### config.mk
export PLATFORM = sky130hd
export DESIGN_NAME = dma2d_addr_gen
export DESIGN_NICKNAME = d
export VERILOG_FILES = /design/src/rtl/dma2d_pkg.sv /design/src/rtl/dma2d_step_calc.sv /design/src/rtl/dma2d_seq.sv /design/src/rtl/dma2d_addr_gen.sv
export SDC_FILE = /design/constraint.sdc
export NUM_CORES = 1
export LEC_CHECK = 0
export ABC_AREA = 1
export BUFFER_PORTS_ARGS = -buffer_cell sky130_fd_sc_hd__buf_2
export CAP_MARGIN = 20
export CORE_MARGIN = 2
export CORE_UTILIZATION = 57
export DETAILED_ROUTE_END_ITERATION = 12
export PLACE_DENSITY = 0.87
export SLEW_MARGIN = 20
export SYNTH_ARGS = -nofsm -noshare
export SYNTH_HDL_FRONTEND = slang
export SYNTH_SLANG_ARGS = --single-unit
### constraint.sdc
create_clock -name clk -period 10.4 [get_ports clk]
set_input_delay 0.52 -clock clk [delete_from_list [all_inputs] [get_ports clk]]
set_output_delay 0.52 -clock clk [all_outputs]
set_load 0.005 [all_outputs]
### src/rtl/dma2d_pkg.sv
package dma2d_pkg;
    typedef enum logic [1:0] {
        AM_FIXED  = 2'd0,
        AM_INCR   = 2'd1,
        AM_SINDEX = 2'd2,
        AM_DINDEX = 2'd3
    } addr_mode_e;

    localparam int ADDR_W = 32;
    localparam int IDX_W  = 16;
endpackage

### src/rtl/dma2d_step_calc.sv
module dma2d_step_calc
    import dma2d_pkg::*;
#(
    parameter int AW = ADDR_W,
    parameter int IW = IDX_W,
    parameter int SW = 3
) (
    input  logic [1:0]           mode,
    input  logic [SW-1:0]        size,
    input  logic signed [IW-1:0] eidx,
    input  logic signed [IW-1:0] fidx,
    output logic signed [AW-1:0] elem_delta,
    output logic signed [AW-1:0] frame_delta
);
    logic signed [AW-1:0] sz_x, ei_x, fi_x;

    always_comb begin
        sz_x = {{(AW-SW){1'b0}}, size};
        ei_x = {{(AW-IW){eidx[IW-1]}}, eidx};
        fi_x = {{(AW-IW){fidx[IW-1]}}, fidx};
        elem_delta  = '0;
        frame_delta = '0;
        case (addr_mode_e'(mode))
            AM_FIXED:  ;
            AM_INCR:   elem_delta = sz_x;
            AM_SINDEX: elem_delta = sz_x + ei_x - 1;
            AM_DINDEX: begin
                elem_delta  = sz_x + ei_x - 1;
                frame_delta = fi_x - ei_x;
            end
            default: ;
        endcase
    end
endmodule

### src/rtl/dma2d_seq.sv
module dma2d_seq #(
    parameter int CW = 16
) (
    input  logic          clk,
    input  logic          rst_n,
    input  logic          start,
    input  logic          abort,
    input  logic          adv,
    input  logic [CW-1:0] ecount,
    input  logic [CW-1:0] fcount,
    output logic          busy,
    output logic          wrap,
    output logic          half_evt,
    output logic          fend_evt,
    output logic          last_evt,
    output logic          bend_evt
);
    typedef struct packed {
        logic [CW-1:0] elem;
        logic [CW-1:0] frame;
        logic [CW-1:0] ecnt;
        logic [CW-1:0] fcnt;
        logic          busy;
        logic          half;
        logic          fend;
        logic          last;
        logic          bend;
    } seq_t;

    seq_t s_d, s_q;
    logic [CW:0] ne, nf;

    always_comb begin
        s_d      = s_q;
        s_d.half = 1'b0;
        s_d.fend = 1'b0;
        s_d.last = 1'b0;
        s_d.bend = 1'b0;
        ne   = {1'b0, s_q.elem} + 1'b1;
        nf   = {1'b0, s_q.frame} + 1'b1;
        wrap = 1'b0;
        if (start) begin
            s_d.elem  = '0;
            s_d.frame = '0;
            s_d.ecnt  = ecount;
            s_d.fcnt  = fcount;
            s_d.busy  = 1'b1;
        end else if (abort) begin
            s_d.busy = 1'b0;
        end else if (adv && s_q.busy) begin
            s_d.half = (ne == {2'b0, s_q.ecnt[CW-1:1]});
            s_d.last = (ne == 1) && ({1'b0, s_q.frame} == {1'b0, s_q.fcnt} - 1'b1);
            if (ne == {1'b0, s_q.ecnt}) begin
                wrap      = 1'b1;
                s_d.elem  = '0;
                s_d.frame = nf[CW-1:0];
                s_d.fend  = 1'b1;
                if (nf == {1'b0, s_q.fcnt}) begin
                    s_d.bend = 1'b1;
                    s_d.busy = 1'b0;
                end
            end else begin
                s_d.elem = ne[CW-1:0];
            end
        end
    end

    always_ff @(posedge clk or negedge rst_n) begin
        if (!rst_n) s_q <= '0;
        else        s_q <= s_d;
    end

    assign busy     = s_q.busy;
    assign half_evt = s_q.half;
    assign fend_evt = s_q.fend;
    assign last_evt = s_q.last;
    assign bend_evt = s_q.bend;
endmodule

### src/rtl/dma2d_addr_gen.sv
module dma2d_addr_gen
    import dma2d_pkg::*;
#(
    parameter int CNT_W  = 16,
    parameter int SIZE_W = 3
) (
    input  logic                    clk,
    input  logic                    rst_n,
    input  logic                    load,
    input  logic [ADDR_W-1:0]       src_start,
    input  logic [ADDR_W-1:0]       dst_start,
    input  logic [CNT_W-1:0]        elem_count,
    input  logic [CNT_W-1:0]        frame_count,
    input  logic [SIZE_W-1:0]       elem_size,
    input  logic [1:0]              src_mode,
    input  logic [1:0]              dst_mode,
    input  logic                    legacy,
    input  logic signed [IDX_W-1:0] src_eidx,
    input  logic signed [IDX_W-1:0] src_fidx,
    input  logic signed [IDX_W-1:0] dst_eidx,
    input  logic signed [IDX_W-1:0] dst_fidx,
    input  logic                    step,
    output logic                    busy,
    output logic                    load_err,
    output logic [ADDR_W-1:0]       cur_src,
    output logic [ADDR_W-1:0]       cur_dst,
    output logic                    half_frame,
    output logic                    frame_end,
    output logic                    last_frame,
    output logic                    block_end
);
    localparam int SIDES = 2;

    typedef struct packed {
        logic [SIDES-1:0][ADDR_W-1:0] addr;
        logic [SIDES-1:0][ADDR_W-1:0] ed;
        logic [SIDES-1:0][ADDR_W-1:0] fd;
        logic                         err;
    } ag_t;

    ag_t a_d, a_q;

    logic                    bad_load, good_load, wrap;
    logic [SIDES-1:0][1:0]   mode_v;
    logic [SIDES-1:0][ADDR_W-1:0] start_v;
    logic signed [IDX_W-1:0] ei_v [SIDES];
    logic signed [IDX_W-1:0] fi_v [SIDES];
    logic signed [ADDR_W-1:0] ed_v [SIDES];
    logic signed [ADDR_W-1:0] fd_v [SIDES];

    assign bad_load  = load && (elem_count == '0 || frame_count == '0);
    assign good_load = load && !bad_load;

    assign mode_v[0]  = src_mode;
    assign mode_v[1]  = dst_mode;
    assign start_v[0] = src_start;
    assign start_v[1] = dst_start;
    assign ei_v[0]    = src_eidx;
    assign fi_v[0]    = src_fidx;
    assign ei_v[1]    = legacy ? src_eidx : dst_eidx;
    assign fi_v[1]    = legacy ? src_fidx : dst_fidx;

    for (genvar g = 0; g < SIDES; g++) begin : g_side
        dma2d_step_calc #(.AW(ADDR_W), .IW(IDX_W), .SW(SIZE_W)) u_calc (
            .mode        (mode_v[g]),
            .size        (elem_size),
            .eidx        (ei_v[g]),
            .fidx        (fi_v[g]),
            .elem_delta  (ed_v[g]),
            .frame_delta (fd_v[g])
        );
    end

    dma2d_seq #(.CW(CNT_W)) u_seq (
        .clk      (clk),
        .rst_n    (rst_n),
        .start    (good_load),
        .abort    (bad_load),
        .adv      (step),
        .ecount   (elem_count),
        .fcount   (frame_count),
        .busy     (busy),
        .wrap     (wrap),
        .half_evt (half_frame),
        .fend_evt (frame_end),
        .last_evt (last_frame),
        .bend_evt (block_end)
    );

    always_comb begin
        a_d     = a_q;
        a_d.err = bad_load;
        if (good_load) begin
            for (int i = 0; i < SIDES; i++) begin
                a_d.addr[i] = start_v[i];
                a_d.ed[i]   = ed_v[i];
                a_d.fd[i]   = fd_v[i];
            end
        end else if (!load && step && busy) begin
            for (int i = 0; i < SIDES; i++)
                a_d.addr[i] = a_q.addr[i] + a_q.ed[i] + (wrap ? a_q.fd[i] : '0);
        end
    end

    always_ff @(posedge clk or negedge rst_n) begin
        if (!rst_n) a_q <= '0;
        else        a_q <= a_d;
    end

    assign cur_src  = a_q.addr[0];
    assign cur_dst  = a_q.addr[1];
    assign load_err = a_q.err;
endmodule

==> results.tsv <==
metric	value	unit
TritonCTS clock tree	yes	
Max-Cap Viols	0	
Final Hold Vio Count	0	
GRT Total Usage	34.1	%
Least-Margin Pin Slew	0.993	ns
area delta synth->final	11.0	%
GRT overflow	0	
worst-case reg-to-reg path depth	27	
number of synthesized flops with an enable pin	0	
async set-or-reset flop fraction in the synthesized netlist	100	%
top-area cell type share of the netlist area	27.1	%
Initial DRC Count	1504	
DIE AREA	0.0345	mm^2
WS Path Type	reg -> reg	
main combinational cell family by area after synthesis	simple AND/OR/NAND/NOR gates	
post-synthesis cell count	2543	
initial antenna violation count	2	
Antenna Nets Post-Route	0	
maximum vdd drop	0.119	mV
top cells by area, synth	dfrtp_1, nand2_1, ha_1	
final setup fails	0	
Avg Cell Area, Syn	7.40	um^2
Final Wtd Congestion	1.02	
mux contribution to synthesized area	0.897	%
pin count of the biggest net entering global routing	88	
via count	18300	
Final #Nets	3068	
CP dominant cell by count	nand2_1	
vias per std cell	5.80	
CP Capture Type	register	
PortBufs	241	
first-pass GRT wire length	92900	um
Die X	186	um
Lkg Pwr	10.3	nW
WP data required	10.81	ns
Clock Latency Late Sink	0.54	ns
worst-path fanout max	32	
WL/cell	18.7	um
hold slack	0.0387	ns
crit path max-delay cell type	dfrtp_1	
Hold Crit Class	in -> async	
H-Tree Depth	1	
post-CTS sizing	0	
clock buffer depth	3	
Layout Skew	0.0179	ns
top_reg_cell synth	dfrtp_1	
WL final	58900	um
RR Endpoint	cur_src[21]$_DFFE_PN0P_	
Power Density	171	mW/mm^2
status	finished, final reports clean	
fraction of the mapped netlist area in adder cells	16.0	%
Simple-Gate Fraction of Synth Area	25.0	%
Compound-Gate Fraction of Synth Area	16.8	%
RSZ-0062 raised after global routing	false	
Slew HR	33.8	%
FP Rows	66	
Synth area leader	dfrtp_1	
setup ws final	4.27	ns
mapped cell area	0.0188	mm^2
Power, Total	3.58	mW
Final Max Slew Viols	0	
syn nets	2915	
Clock Pin Slew Worst Setup and Hold Paths	0.06	ns
final instance area	0.0209	mm^2
crit share post-route	59.0	%
YS warnings	0	
R2R Path Start	u_seq.s_q[53]$_DFFE_PN0P_	
vias in the first global route	17800	
CTS Buf Count	24	
Std-Cell Core Area	0.0325	mm^2
Die Height	186	um
drt pass-1 iters	6	
clock tree sinks	204	
io pins	242	
effective utilization at floorplan	57.9	%
sequential share of the synthesized area	27.1	%
Fin Setup TNS	0	ns
Distinct cells, synth	56	
postcts setup bufs	0	
FF-to-FF setup slack	4.27	ns
XOR/XNOR Fraction of Synth Area	3.89	%
Max Clock Freq	0.163	GHz
register bit total from synthesis	204	
HPWL after DPL	45800	um
CP startpoint kind	register	
# hold bufs at CTS	0	
DRC viols	0	
Root Buffer	clkbuf_16	
Post-DP Area	0.0199	mm^2
share of cells above drive strength 1	14.2	%
crit path DAT	6.54	ns
CP peak stage delay	0.47	ns
Place WS	4.43	ns
min cycle time layout	6.13	ns
-- stage by stage --
step,instances,util (%)
floorplan,2543,-
global placement,3112,61.2
detailed placement,3112,61.2
CTS,3156,64.2
global route,3156,64.2
finish,3157,64.2
-- critical path: cells and delay by family (launching register included) --
family / cells / cell delay [ns]
and+or+nand+nor: 14 / 2.08
adders and majority gates: 4 / 1.38
AOI/OAI and AO/OA: 5 / 1.16
xor gates and xnor gates: 2 / 0.52
DFF: 1 / 0.47
buffers and inverters: 2 / 0.39
-- cell usage in the layout, fill, tap and decap left out, drive strengths merged, types with 3 or more instances in the layout --
cell / Yosys / routed
a2111oi: 3 / 3
a21boi: 9 / 9
a21o: 11 / 11
a21oi: 174 / 174
a22oi: 3 / 3
a31o: 3 / 3
a31oi: 16 / 16
a32o: 7 / 7
and3: 3 / 3
buf: 74 / 248
bufinv: 0 / 8
clkbuf: 48 / 31
clkinv: 0 / 4
clkinvlp: 0 / 3
dfrtp: 204 / 204
fa: 68 / 68
ha: 132 / 132
inv: 314 / 313
mux2: 15 / 15
nand2: 579 / 579
nand3: 133 / 133
nand3b: 5 / 5
nand4: 32 / 32
nor2: 228 / 228
nor3: 33 / 33
nor3b: 3 / 3
nor4: 15 / 15
o211ai: 25 / 25
o21a: 12 / 12
o21ai: 217 / 217
o21bai: 9 / 9
o221ai: 12 / 12
o22ai: 40 / 40
o31ai: 8 / 8
or2: 17 / 17
xnor2: 26 / 26
xor2: 55 / 55
-- power by group --
group	switching (mW)	internal, mW	leakage (nW)
sequential	0.146	0.902	2.59
clock	0.367	0.665	0.464
combinational	0.938	0.559	7.29
-- per-layer routing --
metal	track usage (%)	wire length, um
met1	45.5	24900
met2	57.0	27400
met3	4.17	4290
met4	12.7	2310
met5	0	0
-- sequential cells by signal, indices dropped and copies added (netlist names) --
signal	cells
u_seq.last_evt	1
load_err	1
a_q	70
u_seq.half_evt	1
cur_dst	32
u_seq.fend_evt	1
u_seq.busy	1
u_seq.s_q	64
cur_src	32
u_seq.bend_evt	1
-- cell families after synthesis --
| group | after synthesis |
|---|---|
| xor gates and xnor gates | 82 |
| buffers and inverters | 436 |
| muxes | 15 |
| DFF | 204 |
| adders and majority gates | 200 |
| AOI/OAI and AO/OA | 555 |
| and+or+nand+nor | 1051 |
-- synthesized netlist by cell type (26+ instances only) --
| cell type | n |
|---|---|
| clkbuf_1 | 47 |
| nand2_1 | 574 |
| buf_4 | 64 |
| xor2_1 | 55 |
| a21oi_1 | 174 |
| inv_1 | 310 |
| fa_1 | 68 |
| nand4_1 | 31 |
| nor3_1 | 33 |
| nor2_4 | 35 |
| dfrtp_1 | 204 |
| o21ai_0 | 214 |
| ha_1 | 132 |
| xnor2_1 | 26 |
| nand3_1 | 131 |
| o22ai_1 | 40 |
| nor2_1 | 190 |
-- layout make-up --
type | count | area, um^2
Multi-Input combinational cell | 1903 | 11800
Fill cell | 2929 | 11600
Sequential cell | 204 | 5110
Timing Repair Buffer | 249 | 1270
Inverter | 314 | 1180
Clock buffer | 30 | 684
Tap cell | 442 | 553
Clock inverter | 14 | 282
Antenna cell | 1 | 2.50
-- how the worst max path moves through the flow --
stage / start / slack (ns) / cells after the start / endpoint
floorplan: u_seq.s_q[54]$_DFFE_PN0P_ / 5.83 / 24 / cur_dst[21]$_DFFE_PN0P_
global route: u_seq.s_q[53]$_DFFE_PN0P_ / 3.77 / 27 / cur_src[21]$_DFFE_PN0P_
finish: u_seq.s_q[53]$_DFFE_PN0P_ / 4.27 / 27 / cur_src[21]$_DFFE_PN0P_
global placement: u_seq.s_q[53]$_DFFE_PN0P_ / 4.61 / 27 / cur_src[21]$_DFFE_PN0P_
CTS: u_seq.s_q[53]$_DFFE_PN0P_ / 4.40 / 27 / cur_src[21]$_DFFE_PN0P_
detailed placement: u_seq.s_q[53]$_DFFE_PN0P_ / 4.43 / 27 / cur_src[21]$_DFFE_PN0P_
No activity file was read; power rests on OpenSTA's default activity.
